`config.mk`:
```
export PLATFORM = sky130hd
export DESIGN_NAME = bank_mmu
export DESIGN_NICKNAME = d
export VERILOG_FILES = /design/src/rtl/bank_mmu_pkg.sv /design/src/rtl/mmu_port_decode.sv /design/src/rtl/mmu_bank_regs.sv /design/src/rtl/mmu_translate.sv /design/src/rtl/bank_mmu.sv
export SDC_FILE = /design/constraint.sdc
export NUM_CORES = 1
export LEC_CHECK = 0
export ABC_AREA = 0
export ABC_CLOCK_PERIOD_IN_PS = 4700
export BUFFER_PORTS_ARGS = -buffer_cell sky130_fd_sc_hd__buf_2
export CAP_MARGIN = 25
export CORE_ASPECT_RATIO = 2
export CORE_MARGIN = 2
export CORE_UTILIZATION = 51
export CTS_CLUSTER_DIAMETER = 150
export DETAILED_ROUTE_END_ITERATION = 8
export PLACE_DENSITY = 0.92
export SETUP_SLACK_MARGIN = 0.02
export SLEW_MARGIN = 20
export SYNTH_ARGS = -nofsm -noshare
export SYNTH_HDL_FRONTEND = slang
export SYNTH_SLANG_ARGS = --single-unit
```
`constraint.sdc`:
```
create_clock -name clk -period 4.7 [get_ports clk]
set_input_delay 0.47 -clock clk [delete_from_list [all_inputs] [get_ports clk]]
set_output_delay 0.47 -clock clk [all_outputs]
set_load 0.01 [all_outputs]
```
`src/rtl/bank_mmu_pkg.sv`:
```
package bank_mmu_pkg;

   // Register load selected by an I/O write cycle
   typedef enum logic [2:0] {
      SEL_NONE,
      SEL_BOUND,
      SEL_RBASE,
      SEL_WBASE,
      SEL_BOTH
   } mmu_sel_e;

endpackage

```
`src/rtl/mmu_port_decode.sv`:
```
module mmu_port_decode
   import bank_mmu_pkg::*;
#(
   parameter int          PORT_W      = 8,
   parameter logic [7:0]  PORT_BOUND  = 8'h70,
   parameter logic [7:0]  PORT_RBASE  = 8'h71,
   parameter logic [7:0]  PORT_WBASE  = 8'h72,
   parameter logic [7:0]  PORT_BOTH   = 8'h73
) (
   input  logic              iorq_n,
   input  logic              wr_n,
   input  logic [PORT_W-1:0] port,
   output mmu_sel_e          sel
);

   logic io_wr;
   assign io_wr = !iorq_n && !wr_n;

   always_comb begin
      sel = SEL_NONE;
      if (io_wr) begin
         if (port == PORT_W'(PORT_BOUND))      sel = SEL_BOUND;
         else if (port == PORT_W'(PORT_RBASE)) sel = SEL_RBASE;
         else if (port == PORT_W'(PORT_WBASE)) sel = SEL_WBASE;
         else if (port == PORT_W'(PORT_BOTH))  sel = SEL_BOTH;
      end
   end

endmodule

```
`src/rtl/mmu_bank_regs.sv`:
```
module mmu_bank_regs
   import bank_mmu_pkg::*;
#(
   parameter int PAGE_W         = 4,
   parameter int BASE_W         = 8,
   parameter bit FIXED_BOUNDARY = 1'b0,
   parameter int BOUNDARY_INIT  = 0
) (
   input  logic              clk,
   input  logic              rst_n,
   input  mmu_sel_e          sel,
   input  logic [BASE_W-1:0] data,
   output logic [PAGE_W-1:0] boundary,
   output logic [BASE_W-1:0] rd_base,
   output logic [BASE_W-1:0] wr_base
);

   localparam logic [PAGE_W-1:0] BOUND_RST =
      FIXED_BOUNDARY ? PAGE_W'(BOUNDARY_INIT) : '0;

   generate
      if (FIXED_BOUNDARY) begin : g_fixed_bound
         assign boundary = BOUND_RST;
      end else begin : g_prog_bound
         always_ff @(posedge clk or negedge rst_n) begin
            if (!rst_n)                 boundary <= '0;
            else if (sel == SEL_BOUND)  boundary <= data[PAGE_W-1:0];
         end
      end
   endgenerate

   always_ff @(posedge clk or negedge rst_n) begin
      if (!rst_n) begin
         rd_base <= '0;
         wr_base <= '0;
      end else begin
         if (sel == SEL_RBASE || sel == SEL_BOTH) rd_base <= data;
         if (sel == SEL_WBASE || sel == SEL_BOTH) wr_base <= data;
      end
   end

   assert_reset_state_R1: assert property (@(posedge clk) disable iff (!rst_n)
      $rose(rst_n) |-> (rd_base == '0 && wr_base == '0 && boundary == BOUND_RST));

   assert_rbase_load_R6: assert property (@(posedge clk) disable iff (!rst_n)
      (sel == SEL_RBASE) |=> (rd_base == $past(data) && $stable(wr_base)));

   assert_wbase_load_R6: assert property (@(posedge clk) disable iff (!rst_n)
      (sel == SEL_WBASE) |=> (wr_base == $past(data) && $stable(rd_base)));

   assert_both_load_R7: assert property (@(posedge clk) disable iff (!rst_n)
      (sel == SEL_BOTH) |=> (rd_base == $past(data) && wr_base == $past(data)));

   assert_idle_hold_R8: assert property (@(posedge clk) disable iff (!rst_n)
      (sel == SEL_NONE) |=> ($stable(rd_base) && $stable(wr_base) && $stable(boundary)));

   assert_fixed_bound_R9: assert property (@(posedge clk) disable iff (!rst_n)
      (FIXED_BOUNDARY && sel == SEL_BOUND) |=> $stable(boundary));

endmodule

```
`src/rtl/mmu_translate.sv`:
```
module mmu_translate #(
   parameter int PAGE_W = 4,
   parameter int OFFS_W = 12,
   parameter int BASE_W = 8
) (
   input  logic                     clk,
   input  logic                     rst_n,
   input  logic [PAGE_W-1:0]        page,
   input  logic [OFFS_W-1:0]        offset,
   input  logic [PAGE_W-1:0]        boundary,
   input  logic [BASE_W-1:0]        base,
   output logic [BASE_W+OFFS_W-1:0] phys,
   output logic                     common
);

   localparam int PHYS_W = BASE_W + OFFS_W;

   logic [BASE_W-1:0] reloc_page;
   logic [BASE_W-1:0] ppage;

   // Magnitude compare against the boundary page
   assign common = (page >= boundary);

   // Relocation adder; width truncation discards the carry
   generate
      if (BASE_W == PAGE_W) begin : g_same_width
         assign reloc_page = base + page;
      end else begin : g_wide_base
         assign reloc_page = base + {{(BASE_W-PAGE_W){1'b0}}, page};
      end
   endgenerate

   assign ppage = common ? BASE_W'(page) : reloc_page;
   assign phys  = {ppage, offset};

   assert_zero_bound_common_R2: assert property (@(posedge clk) disable iff (!rst_n)
      (boundary == '0) |-> common);

   assert_banked_below_R2: assert property (@(posedge clk) disable iff (!rst_n)
      !common |-> (page < boundary));

   assert_common_map_R4: assert property (@(posedge clk) disable iff (!rst_n)
      common |-> ((phys >> OFFS_W) == PHYS_W'(page) && phys[OFFS_W-1:0] == offset));

endmodule

```
`src/rtl/bank_mmu.sv`:
```
module bank_mmu
   import bank_mmu_pkg::*;
#(
   parameter int         LOG_W          = 16,
   parameter int         PAGE_W         = 4,
   parameter int         BASE_W         = 8,
   parameter int         PORT_W         = 8,
   parameter logic [7:0] PORT_BOUND     = 8'h70,
   parameter logic [7:0] PORT_RBASE     = 8'h71,
   parameter logic [7:0] PORT_WBASE     = 8'h72,
   parameter logic [7:0] PORT_BOTH      = 8'h73,
   parameter bit         FIXED_BOUNDARY = 1'b0,
   parameter int         BOUNDARY_INIT  = 0,
   localparam int        OFFS_W         = LOG_W - PAGE_W,
   localparam int        PHYS_W         = BASE_W + OFFS_W
) (
   input  logic              clk,
   input  logic              rst_n,
   input  logic [LOG_W-1:0]  cpu_addr,
   input  logic [BASE_W-1:0] cpu_data,
   input  logic              iorq_n,
   input  logic              wr_n,
   output logic [PHYS_W-1:0] phys_addr,
   output logic              common_sel
);

   initial begin
      if (BASE_W < PAGE_W)
         $error("bank_mmu: base width must cover the page number");
      if (PORT_W > OFFS_W)
         $error("bank_mmu: port number must fit in the page offset bits");
      if (PORT_BOUND == PORT_RBASE || PORT_BOUND == PORT_WBASE ||
          PORT_BOUND == PORT_BOTH  || PORT_RBASE == PORT_WBASE ||
          PORT_RBASE == PORT_BOTH  || PORT_WBASE == PORT_BOTH)
         $error("bank_mmu: register ports must be distinct");
      if (BOUNDARY_INIT < 0 || BOUNDARY_INIT >= (1 << PAGE_W))
         $error("bank_mmu: fixed boundary out of range");
   end

   mmu_sel_e          sel;
   logic [PAGE_W-1:0] boundary;
   logic [BASE_W-1:0] rd_base;
   logic [BASE_W-1:0] wr_base;
   logic [BASE_W-1:0] act_base;

   mmu_port_decode #(
      .PORT_W     (PORT_W),
      .PORT_BOUND (PORT_BOUND),
      .PORT_RBASE (PORT_RBASE),
      .PORT_WBASE (PORT_WBASE),
      .PORT_BOTH  (PORT_BOTH)
   ) i_decode (
      .iorq_n (iorq_n),
      .wr_n   (wr_n),
      .port   (cpu_addr[PORT_W-1:0]),
      .sel    (sel)
   );

   mmu_bank_regs #(
      .PAGE_W         (PAGE_W),
      .BASE_W         (BASE_W),
      .FIXED_BOUNDARY (FIXED_BOUNDARY),
      .BOUNDARY_INIT  (BOUNDARY_INIT)
   ) i_regs (
      .clk      (clk),
      .rst_n    (rst_n),
      .sel      (sel),
      .data     (cpu_data),
      .boundary (boundary),
      .rd_base  (rd_base),
      .wr_base  (wr_base)
   );

   // Write cycles relocate through the write base, all others the read base
   assign act_base = wr_n ? rd_base : wr_base;

   mmu_translate #(
      .PAGE_W (PAGE_W),
      .OFFS_W (OFFS_W),
      .BASE_W (BASE_W)
   ) i_xlate (
      .clk      (clk),
      .rst_n    (rst_n),
      .page     (cpu_addr[LOG_W-1:OFFS_W]),
      .offset   (cpu_addr[OFFS_W-1:0]),
      .boundary (boundary),
      .base     (act_base),
      .phys     (phys_addr),
      .common   (common_sel)
   );

   assert_equal_bases_R5: assert property (@(posedge clk) disable iff (!rst_n)
      (rd_base == wr_base && $stable(cpu_addr) && $stable(rd_base) && $stable(wr_base)
       && $stable(boundary)) |-> $stable(phys_addr));

endmodule

```
==> metrics <==
RSZ-0062 raised after global routing=false; setup tns final=0 ps; Initial Utilization=0.534; f_max=334 MHz; first-pass GRT wire length=4300 um; residual DRC count=0; commonest non-fill, non-tap cell in the layout=buf_2; CTS tree=built; run status=completed; Area contributors post-synth=dfrtp_1 (37%), mux2_2 (21%), ha_1 (7.4%); initial antenna violation count=0; gr ovfl total=0; Post-DP Area=approximately 0.0015 mm2; row cnt=26; # resized after CTS=0; cell total after placement=170; Antenna diodes=0; critical setup path kind=primary input to output pin; vias in the first global route=1026; synth unique cells=29; Clock Latency Late Sink=around 240 ps; post-synthesis instance area=0.00136 mm2; Final Cycle Share=0.637; worst path arrival time=2520 ps; Finished Cell Area=0.00154 mm2; P&R area growth vs syn=13.4%; All-Layer GR Usage=0.194; element type at the critical path end=output pin; Max IR drop VDD=0.277 mV; number of fill cells=around 220; Via Count=965; Async SR Flop Fraction=1.00; core area=roughly 0.0025 mm2; Synth top area share=0.369; min Tclk post-route=2990 ps; Pwr Density=237 mW/mm2; Root Buffer=clkbuf_8; cell count after synthesis=115; sequential share of the synthesized area=0.369; io pins=49; wire length per cell=15.5 um; Seq cells post-synth=20; setup bufs post-CTS=0; share of cells above drive strength 1=0.531; clk sinks=20; fin nets=184; most frequent cells in the layout=buf_2 (40), mux2_2 (25), dfrtp_1 (20); Yosys top cell by area=dfrtp_1; post-layout util=0.606; drt via density=5.58; Worst slew margin=0.673; Slew Viols, Final=0; endpoints failing hold=0; 1st-iter DRT viols=11; antenna-violating nets left=0; Max-Cap Viols=0; Die ar.=between 0.003 and 0.004 mm2; largest net degree at the start of global routing=21; Die Width=~40 um; clk_skew=0 ps; Pleak=roughly 0.82 nW; fin cells=173; Total Routed Length=2690 um; cells on worst reg2reg path=1; Synth warnings=0; H-tree depth=1; CTS Buffer Depth=2; HPWL Detailed=2350 um; CP startpoint kind=primary input; crit-path max FO=11; number of buffers created by CTS=3; ys flop type=dfrtp_1; WP data required=about 4200 ps; syn_area_per_cell=approximately 12 um2; slew of the pin with the lowest slew margin=489 ps; height of the die=between 70 and 80 um; Post-synth EDFFs=0; Port-buffer cells=40; Worst Hold Class=primary input to async pin; Mapped Nets=roughly 150; # hold bufs at CTS=0; final setup vio count=0; router iterations before antenna repair=4; gp weighted congestion=0.798; Clk pin slew, worst setup/hold paths=around 60 ps
[flip-flops by register name, summed over array words and instances (netlist names)]
register / flops
i_regs.rd_base: 8
i_regs.wr_base: 8
i_regs.boundary: 4
[power breakdown]
part	leakage [nW]	switching (mW)	internal (mW)
registers	0.276	0.00416	0.180
clock network	0.0216	0.0447	0.0567
logic	0.518	0.0396	0.0391
[cell usage after synthesis (2+ instances only)]
| cell type | n |
|---|---|
| inv_1 | 5 |
| buf_4 | 12 |
| nor2_1 | 7 |
| nand2_1 | 2 |
| mux2i_1 | 3 |
| mux2_2 | 25 |
| nand3_1 | 4 |
| nand2_2 | 2 |
| ha_1 | 8 |
| xor2_1 | 3 |
| dfrtp_1 | 20 |
| a21oi_1 | 4 |
| mux2_4 | 4 |
[metrics by stage]
step / hold slack, ps / worst slack, ps / total power, mW
2_1_floorplan: 174 / 2100 / 0.241
3_5_place_dp: 428 / 1740 / 0.267
5_1_grt: 180 / 1630 / 0.385
4_1_cts: 163 / 1740 / 0.369
6_report: 153 / 1710 / 0.364
3_3_place_gp: 417 / 1970 / 0.261
[critical path, cell delays in order]
cell and delay [ps]:
buf_2 230, mux2_2 410, ha_1 310, a211oi_1 370, o21bai_1 230, a21o_1 210
a21oi_1 140, buf_2 150
[final cells by class]
type	count	area, um2	share of cell area
clock buffer	3	41.3	0.0269
inverter	5	18.8	0.0122
multi-input combinational	77	741	0.482
sequential	20	500	0.326
tap	28	35.0	0.0228
timing repair buffer	40	200	0.130
[path summary, 6_finish.rpt]
path / start / endpoint / slack (ps)
worst max-delay path: wr_n / phys_addr[19] / 1710
worst max register to register: i_regs.rd_base[4] / i_regs.rd_base[4] / 3900
min in group clk: cpu_data[6] / i_regs.wr_base[6] / 470
worst min register to register: i_regs.boundary[2] / i_regs.boundary[2] / 510
worst min-delay path: rst_n / i_regs.boundary[0] / 150
max in group asynchronous: rst_n / i_regs.rd_base[5] / 4250
[layer usage]
| metal | vias to the layer above | routed length (um) | track usage |
|---|---|---|---|
| li1 | 456 | - | - |
| met1 | 464 | 919 | 0.201 |
| met4 | 0 | 70 | 0.0867 |
| met3 | 7 | 116 | 0.0116 |
| met2 | 38 | 1580 | 0.354 |
| met5 | - | 0 | 0 |
[cells by family after synthesis]
group	after synthesis	share of synthesized area
mux	32	0.274
simple gates	22	0.0970
flops	20	0.369
buf+inv	18	0.0840
compound gates	10	0.0609
fa+ha+maj	9	0.0886
xor+xnor	4	0.0259
Power figures use the tool's default switching activity.
